<file path="src/rtl/uart_irq_pkg.sv">
package uart_irq_pkg;

    localparam int unsigned IRQ_W  = 11;
    localparam int unsigned MS_W   = 4;
    localparam int unsigned EV_W   = IRQ_W - MS_W;
    localparam int unsigned EV_LSB = MS_W;
    localparam int unsigned N_GRP  = 5;

    localparam int unsigned BIT_RI  = 0;
    localparam int unsigned BIT_CTS = 1;
    localparam int unsigned BIT_DCD = 2;
    localparam int unsigned BIT_DSR = 3;
    localparam int unsigned BIT_RX  = 4;
    localparam int unsigned BIT_TX  = 5;
    localparam int unsigned BIT_RT  = 6;
    localparam int unsigned BIT_FE  = 7;
    localparam int unsigned BIT_PE  = 8;
    localparam int unsigned BIT_BE  = 9;
    localparam int unsigned BIT_OE  = 10;

    typedef logic [IRQ_W-1:0] irq_vec_t;

    // group indices of the separate interrupt lines
    localparam int unsigned GRP_RX  = 0;
    localparam int unsigned GRP_TX  = 1;
    localparam int unsigned GRP_RT  = 2;
    localparam int unsigned GRP_MS  = 3;
    localparam int unsigned GRP_ERR = 4;

    typedef enum logic [1:0] {
        ADR_MASK     = 2'd0,
        ADR_RAW      = 2'd1,
        ADR_MSK_STAT = 2'd2,
        ADR_CLEAR    = 2'd3
    } reg_addr_e;

    function automatic irq_vec_t grp_mask(int unsigned g);
        irq_vec_t m;
        m = '0;
        case (g)
            GRP_RX:  m[BIT_RX] = 1'b1;
            GRP_TX:  m[BIT_TX] = 1'b1;
            GRP_RT:  m[BIT_RT] = 1'b1;
            GRP_MS: begin
                m[BIT_RI]  = 1'b1;
                m[BIT_CTS] = 1'b1;
                m[BIT_DCD] = 1'b1;
                m[BIT_DSR] = 1'b1;
            end
            GRP_ERR: begin
                m[BIT_FE] = 1'b1;
                m[BIT_PE] = 1'b1;
                m[BIT_BE] = 1'b1;
                m[BIT_OE] = 1'b1;
            end
            default: m = '0;
        endcase
        return m;
    endfunction

    function automatic irq_vec_t all_mask();
        irq_vec_t m;
        m = '0;
        for (int unsigned g = 0; g < N_GRP; g++) begin
            m = m | grp_mask(g);
        end
        return m;
    endfunction

endpackage

</file>
<file path="src/rtl/uirq_raw_status.sv">
module uirq_raw_status
    import uart_irq_pkg::*;
(
    input  logic                clk_i,
    input  logic                rst_ni,
    input  logic [EV_W-1:0]     ev_set_i,
    input  logic [MS_W-1:0]     ms_lvl_i,
    input  logic                clr_en_i,
    input  irq_vec_t            clr_bits_i,
    output irq_vec_t            raw_o
);

    logic [MS_W-1:0] ms_prev_q;
    logic [MS_W-1:0] ms_chg;
    irq_vec_t        set_vec;
    irq_vec_t        clr_vec;
    irq_vec_t        raw_d;
    irq_vec_t        raw_q;

    always_comb ms_chg  = ms_lvl_i ^ ms_prev_q;
    always_comb set_vec = {ev_set_i, ms_chg};
    always_comb clr_vec = clr_en_i ? clr_bits_i : '0;
    // set is ORed in after the clear, so a collision leaves the bit set
    always_comb raw_d   = (raw_q & ~clr_vec) | set_vec;

    always_ff @(posedge clk_i or negedge rst_ni) begin
        if (!rst_ni) begin
            raw_q     <= '0;
            ms_prev_q <= '0;
        end else begin
            raw_q     <= raw_d;
            ms_prev_q <= ms_lvl_i;
        end
    end

    assign raw_o = raw_q;

    for (genvar k = 0; k < EV_W; k++) begin : g_ev_chk
        localparam int unsigned B = EV_LSB + k;
        AST_EVENT_SETS: assert property (@(posedge clk_i) disable iff (!rst_ni)
            ev_set_i[k] |=> raw_q[B]);
        AST_SET_BEATS_CLEAR: assert property (@(posedge clk_i) disable iff (!rst_ni)
            (ev_set_i[k] && clr_en_i && clr_bits_i[B]) |=> raw_q[B]);
        AST_EVENT_CLEAR_DROPS: assert property (@(posedge clk_i) disable iff (!rst_ni)
            (clr_en_i && clr_bits_i[B] && !ev_set_i[k]) |=> !raw_q[B]);
    end

    for (genvar m = 0; m < MS_W; m++) begin : g_ms_chk
        AST_MODEM_CHANGE_SETS: assert property (@(posedge clk_i) disable iff (!rst_ni)
            (ms_lvl_i[m] != ms_prev_q[m]) |=> raw_q[m]);
    end

    AST_RAW_STICKY: assert property (@(posedge clk_i) disable iff (!rst_ni)
        (!clr_en_i && (ev_set_i == '0) && (ms_lvl_i == ms_prev_q)) |=> $stable(raw_q));

endmodule

</file>
<file path="src/rtl/uirq_mask_reg.sv">
module uirq_mask_reg
    import uart_irq_pkg::*;
(
    input  logic     clk_i,
    input  logic     rst_ni,
    input  logic     wr_i,
    input  irq_vec_t wdata_i,
    output irq_vec_t mask_o
);

    irq_vec_t mask_q;

    always_ff @(posedge clk_i or negedge rst_ni) begin
        if (!rst_ni) begin
            mask_q <= '0;
        end else if (wr_i) begin
            mask_q <= wdata_i;
        end
    end

    assign mask_o = mask_q;

    AST_MASK_LOADS: assert property (@(posedge clk_i) disable iff (!rst_ni)
        wr_i |=> (mask_o == $past(wdata_i)));
    AST_MASK_KEEPS: assert property (@(posedge clk_i) disable iff (!rst_ni)
        !wr_i |=> $stable(mask_o));

endmodule

</file>
<file path="src/rtl/uirq_line_drive.sv">
module uirq_line_drive
    import uart_irq_pkg::*;
(
    input  logic             clk_i,
    input  logic             rst_ni,
    input  irq_vec_t         raw_i,
    input  irq_vec_t         mask_i,
    output logic             irq_all_o,
    output logic [N_GRP-1:0] irq_grp_o
);

    localparam irq_vec_t ALL_M = all_mask();

    irq_vec_t         active;
    logic [N_GRP-1:0] grp_d;
    logic             all_d;
    logic [N_GRP-1:0] grp_q;
    logic             all_q;

    assign active = raw_i & mask_i;
    assign all_d  = |(active & ALL_M);

    for (genvar g = 0; g < N_GRP; g++) begin : g_grp
        localparam irq_vec_t GM = grp_mask(g);
        assign grp_d[g] = |(active & GM);

        AST_GROUP_LINE: assert property (@(posedge clk_i) disable iff (!rst_ni)
            irq_grp_o[g] == |($past(raw_i & mask_i) & GM));
    end

    always_ff @(posedge clk_i or negedge rst_ni) begin
        if (!rst_ni) begin
            grp_q <= '0;
            all_q <= 1'b0;
        end else begin
            grp_q <= grp_d;
            all_q <= all_d;
        end
    end

    assign irq_grp_o = grp_q;
    assign irq_all_o = all_q;

    AST_COMBINED_LINE: assert property (@(posedge clk_i) disable iff (!rst_ni)
        irq_all_o == |$past(raw_i & mask_i));

endmodule

</file>
<file path="src/rtl/uirq_read_port.sv">
module uirq_read_port
    import uart_irq_pkg::*;
(
    input  logic       clk_i,
    input  logic       rst_ni,
    input  logic       rd_i,
    input  logic [1:0] addr_i,
    input  irq_vec_t   raw_i,
    input  irq_vec_t   mask_i,
    output irq_vec_t   rdata_o
);

    reg_addr_e sel;
    irq_vec_t  rd_d;
    irq_vec_t  rdata_q;

    assign sel = reg_addr_e'(addr_i);

    always_comb begin
        unique case (sel)
            ADR_MASK:     rd_d = mask_i;
            ADR_RAW:      rd_d = raw_i;
            ADR_MSK_STAT: rd_d = raw_i & mask_i;
            ADR_CLEAR:    rd_d = '0;
        endcase
    end

    always_ff @(posedge clk_i or negedge rst_ni) begin
        if (!rst_ni) begin
            rdata_q <= '0;
        end else if (rd_i) begin
            rdata_q <= rd_d;
        end
    end

    assign rdata_o = rdata_q;

    AST_RDATA_HOLDS: assert property (@(posedge clk_i) disable iff (!rst_ni)
        !rd_i |=> $stable(rdata_o));

endmodule

</file>
<file path="src/rtl/uart_irq_ctrl.sv">
module uart_irq_ctrl
    import uart_irq_pkg::*;
(
    input  logic             clk_i,
    input  logic             rst_ni,
    input  logic [EV_W-1:0]  ev_set_i,
    input  logic [MS_W-1:0]  ms_lvl_i,
    input  logic [1:0]       reg_addr_i,
    input  logic             reg_wr_i,
    input  logic             reg_rd_i,
    input  logic [IRQ_W-1:0] reg_wdata_i,
    output logic [IRQ_W-1:0] reg_rdata_o,
    output logic             irq_o,
    output logic             irq_rx_o,
    output logic             irq_tx_o,
    output logic             irq_rt_o,
    output logic             irq_ms_o,
    output logic             irq_err_o
);

    reg_addr_e        wsel;
    logic             wr_mask;
    logic             wr_clear;
    irq_vec_t         raw;
    irq_vec_t         mask;
    logic [N_GRP-1:0] grp;

    assign wsel     = reg_addr_e'(reg_addr_i);
    assign wr_mask  = reg_wr_i && (wsel == ADR_MASK);
    assign wr_clear = reg_wr_i && (wsel == ADR_CLEAR);

    uirq_raw_status u_raw (
        .clk_i      (clk_i),
        .rst_ni     (rst_ni),
        .ev_set_i   (ev_set_i),
        .ms_lvl_i   (ms_lvl_i),
        .clr_en_i   (wr_clear),
        .clr_bits_i (reg_wdata_i),
        .raw_o      (raw)
    );

    uirq_mask_reg u_mask (
        .clk_i   (clk_i),
        .rst_ni  (rst_ni),
        .wr_i    (wr_mask),
        .wdata_i (reg_wdata_i),
        .mask_o  (mask)
    );

    uirq_line_drive u_lines (
        .clk_i     (clk_i),
        .rst_ni    (rst_ni),
        .raw_i     (raw),
        .mask_i    (mask),
        .irq_all_o (irq_o),
        .irq_grp_o (grp)
    );

    uirq_read_port u_rd (
        .clk_i   (clk_i),
        .rst_ni  (rst_ni),
        .rd_i    (reg_rd_i),
        .addr_i  (reg_addr_i),
        .raw_i   (raw),
        .mask_i  (mask),
        .rdata_o (reg_rdata_o)
    );

    assign irq_rx_o  = grp[GRP_RX];
    assign irq_tx_o  = grp[GRP_TX];
    assign irq_rt_o  = grp[GRP_RT];
    assign irq_ms_o  = grp[GRP_MS];
    assign irq_err_o = grp[GRP_ERR];

    // the combined line is never low while a grouped line is high
    AST_COMBINED_COVERS_GROUPS: assert property (@(posedge clk_i) disable iff (!rst_ni)
        (|grp) |-> irq_o);

endmodule

</file>
<file path="config.mk">
export PLATFORM = sky130hd
export DESIGN_NAME = uart_irq_ctrl
export DESIGN_NICKNAME = d
export VERILOG_FILES = /design/src/rtl/uart_irq_pkg.sv /design/src/rtl/uirq_raw_status.sv /design/src/rtl/uirq_mask_reg.sv /design/src/rtl/uirq_line_drive.sv /design/src/rtl/uirq_read_port.sv /design/src/rtl/uart_irq_ctrl.sv
export SDC_FILE = /design/constraint.sdc
export NUM_CORES = 1
export LEC_CHECK = 0
export BUFFER_PORTS_ARGS = -buffer_cell sky130_fd_sc_hd__clkbuf_2
export CAP_MARGIN = 5
export CORE_UTILIZATION = 46
export DETAILED_ROUTE_END_ITERATION = 10
export PLACE_DENSITY = 0.74
export SYNTH_ARGS = -nofsm -noshare
export SYNTH_HDL_FRONTEND = slang
export SYNTH_SLANG_ARGS = --single-unit
</file>
<file path="constraint.sdc">
create_clock -name clk_i -period 1.3 [get_ports clk_i]
set_clock_uncertainty 0.1 [all_clocks]
set_input_delay 0.26 -clock clk_i [delete_from_list [all_inputs] [get_ports clk_i]]
set_output_delay 0.26 -clock clk_i [all_outputs]
set_load 0.05 [all_outputs]
</file>
==> metrics.txt <==
Remaining DRCs=0; via count=about 1400; Num CTS Buffers=5; Row Count=22; gpl congestion=0.776; family with the most delay on the worst path=simple AND/OR/NAND/NOR gates; max cap viols=0; cell depth of the worst hold path=2; Max VDD drop=0.000642 V; Yosys warning count=0; Core Area=roughly 3700 µm²; status=finished, violations left; Crit Path Category=reg2reg; dpl hpwl=2860 µm; Pleak=1.10 nW; first-pass GRT wire length=6730 µm; Max Fclk=about 0.70 GHz; Synth Cell Area=1760 µm²; H-tree lvl count=2; Avg Cell Area, Syn=12.0 µm²; mean number of vias per cell=5.18; Critical Path Start Type=flop; Reg clk slew, reported paths=0.08 ns; CP max stage delay=0.50 ns; CTS root buf=clkbuf_8; failing checks=negative setup slack; Clock Tree Buf Depth=2; Final Hold Violating Endpoints=0; die height=63.9 µm; Mapped Cells=147; die area=4090 µm²; Critical Path RT=1.38 ns; critical path's slowest cell=or4_1; type of the most critical hold path=in2reg; Synth cell types=25; sequential area share after synthesis=0.610; min cycle time layout=1.42 ns; pin count of the biggest net entering global routing=44; initial antenna violation count=0; final setup violation count=1; Place WS=-0.142 ns; # diodes=0; Sink Count=43; Seq cells post-synth=43; antenna viol nets, final=0; clk_lat worst skew=0.30 ns; R2R setup slack=-0.12 ns; worst path bufs/invs=0; pwr dens=1480 nW/µm²; drt total wl=3980 µm; vias in the first global route=1525; I/O pin count=45; WHS=0.0349 ns; PnR worst setup slack=-0.122 ns; Design Power=approximately 3.7 mW; Slew headroom=0.710; crit-path cells=a22oi_2 > nand2_1 > or4_1; crit path capture type=flop; share of cells above drive strength 1=0.446; gr ovfl total=0; RSZ-0062 raised after global routing=true; First-pass DRT Iterations=4; # port buffers=44; Syn Nets=175; Reg2Reg Depth=3; initial DRC count=66; CTS tree=done; Total Nets Final=~260; Total GRT Usage=0.217; WL/cell=14.3 µm; WP depth=3; Initial Utilization=0.482; Final Max Tran Viols=0; chip width=63.9 µm; Area Growth Syn to Fin=41.0%; crit share post-route=1.09; Max FO, Critical Path=2; CP arrival=1.50 ns; Slew @ Worst Pin=0.435 ns
[Yosys cell counts, drive strengths merged]
cell type  count  area, µm²
a21o          11       83.8
a21oi         10       50.1
a22oi          4       40.0
a31oi          1       6.26
a32oi         10       87.6
and2           4       27.5
and3           1       6.26
buf            4       25.0
clkbuf         2       7.51
clkinv         1       3.75
dfrtp         43       1080
mux2          11        124
nand2         14       52.6
nand2b        10       62.6
nor2          12       45.0
nor2b          2       12.5
o21ai          1       5.00
or2            1       6.26
or4            1       7.51
xor2           4       35.0
[power breakdown]
part	switching [mW]	internal, mW	leakage (nW)
clock	0.447	0.768	0.0654
sequential	0.0850	1.49	0.467
combinational	0.519	0.367	0.568
total	1.05	2.63	1.10
[registers in the layout, indices dropped and copies added, names as in the netlist]
signal and flops:
u_raw.raw_o 11, u_mask.mask_o 11, u_lines.irq_all_o 1, u_raw.ms_prev_q 4, u_rd.rdata_o 11, u_lines.irq_grp_o 5
[worst paths after layout]
check / start / end
setup / recovery: u_raw.raw_o[1]$_DFF_PN0_ / u_lines.irq_all_o$_DFF_PN0_
max in group asynchronous: rst_ni / u_raw.ms_prev_q[2]$_DFF_PN0_
min in group asynchronous: rst_ni / u_raw.raw_o[10]$_DFF_PN0_
setup reg to reg: u_raw.raw_o[1]$_DFF_PN0_ / u_lines.irq_all_o$_DFF_PN0_
hold reg to reg: u_mask.mask_o[4]$_DFFE_PN0P_ / u_lines.irq_grp_o[0]$_DFF_PN0_
hold / removal: ev_set_i[3] / u_raw.raw_o[7]$_DFF_PN0_
[cells in the final DEF, fill, tap and decap left out, types with 9 or more instances in the layout]
| cell | synthesis | final |
|---|---|---|
| a21o_1 | 10 | 10 |
| nand2_1 | 14 | 13 |
| mux2_2 | 11 | 11 |
| nand2b_1 | 10 | 10 |
| a32oi_1 | 10 | 9 |
| nor2_1 | 12 | 12 |
| buf_4 | 0 | 32 |
| clkbuf_2 | 0 | 33 |
| a21oi_1 | 10 | 10 |
| dfrtp_1 | 43 | 43 |
[worst reg2reg max path, cell delays in order, from the launching register on]
cell and delay, ns:
dfrtp_1 0.39, a22oi_2 0.20, nand2_1 0.12, or4_1 0.50
[timing repair]
item / CTS / global route
setup endpoints to repair: 5 / 9
hold endpoints to repair: 47 / 0
pin swaps: 2 / 2
cloned: 0 / 0
hold buffers: 5 / 0
buffers inserted: 0 / 1
gates resized for setup: 5 / 11
[area by class of cell]
class / instances / area [µm²]
fillers: 272 / 1170
flip-flops and latches: 43 / 1080
multi-input cells: 97 / 672
repair buffers: 82 / 543
clock buffers: 6 / 72.6
clock inverters: 2 / 60.1
well taps: 48 / 60.1
inverters: 1 / 3.75
[metrics by stage]
step                      setup TNS, ns  cell area, µm²  cells  utilization
after detailed placement          -1.16            2260    265        0.619
after global placement           -0.768            2260    265        0.619
after CTS                        -0.110            2460    278        0.673
final                            -0.122            2490    279        0.679
after floorplan                 -0.0311            1760    147            -
after global routing             -0.159            2490    279        0.679
[logic make-up (layout without fill, tap and decap cells)]
group	count (synthesis)	in the layout	share of synthesized area
simple gates	45	45	0.125
flops	43	43	0.610
compound gates	37	37	0.155
mux	11	11	0.0702
buf+inv	7	91	0.0206
xor+xnor	4	4	0.0199
[layer usage]
layer	up-vias	track usage	share of wire
met5	-	0	0
met4	0	0.0881	0.022
met3	11	0.0518	0.041
met2	41	0.387	0.53
met1	698	0.248	0.41
li1	694	-	-
No activity file was read; power rests on OpenSTA's default activity.
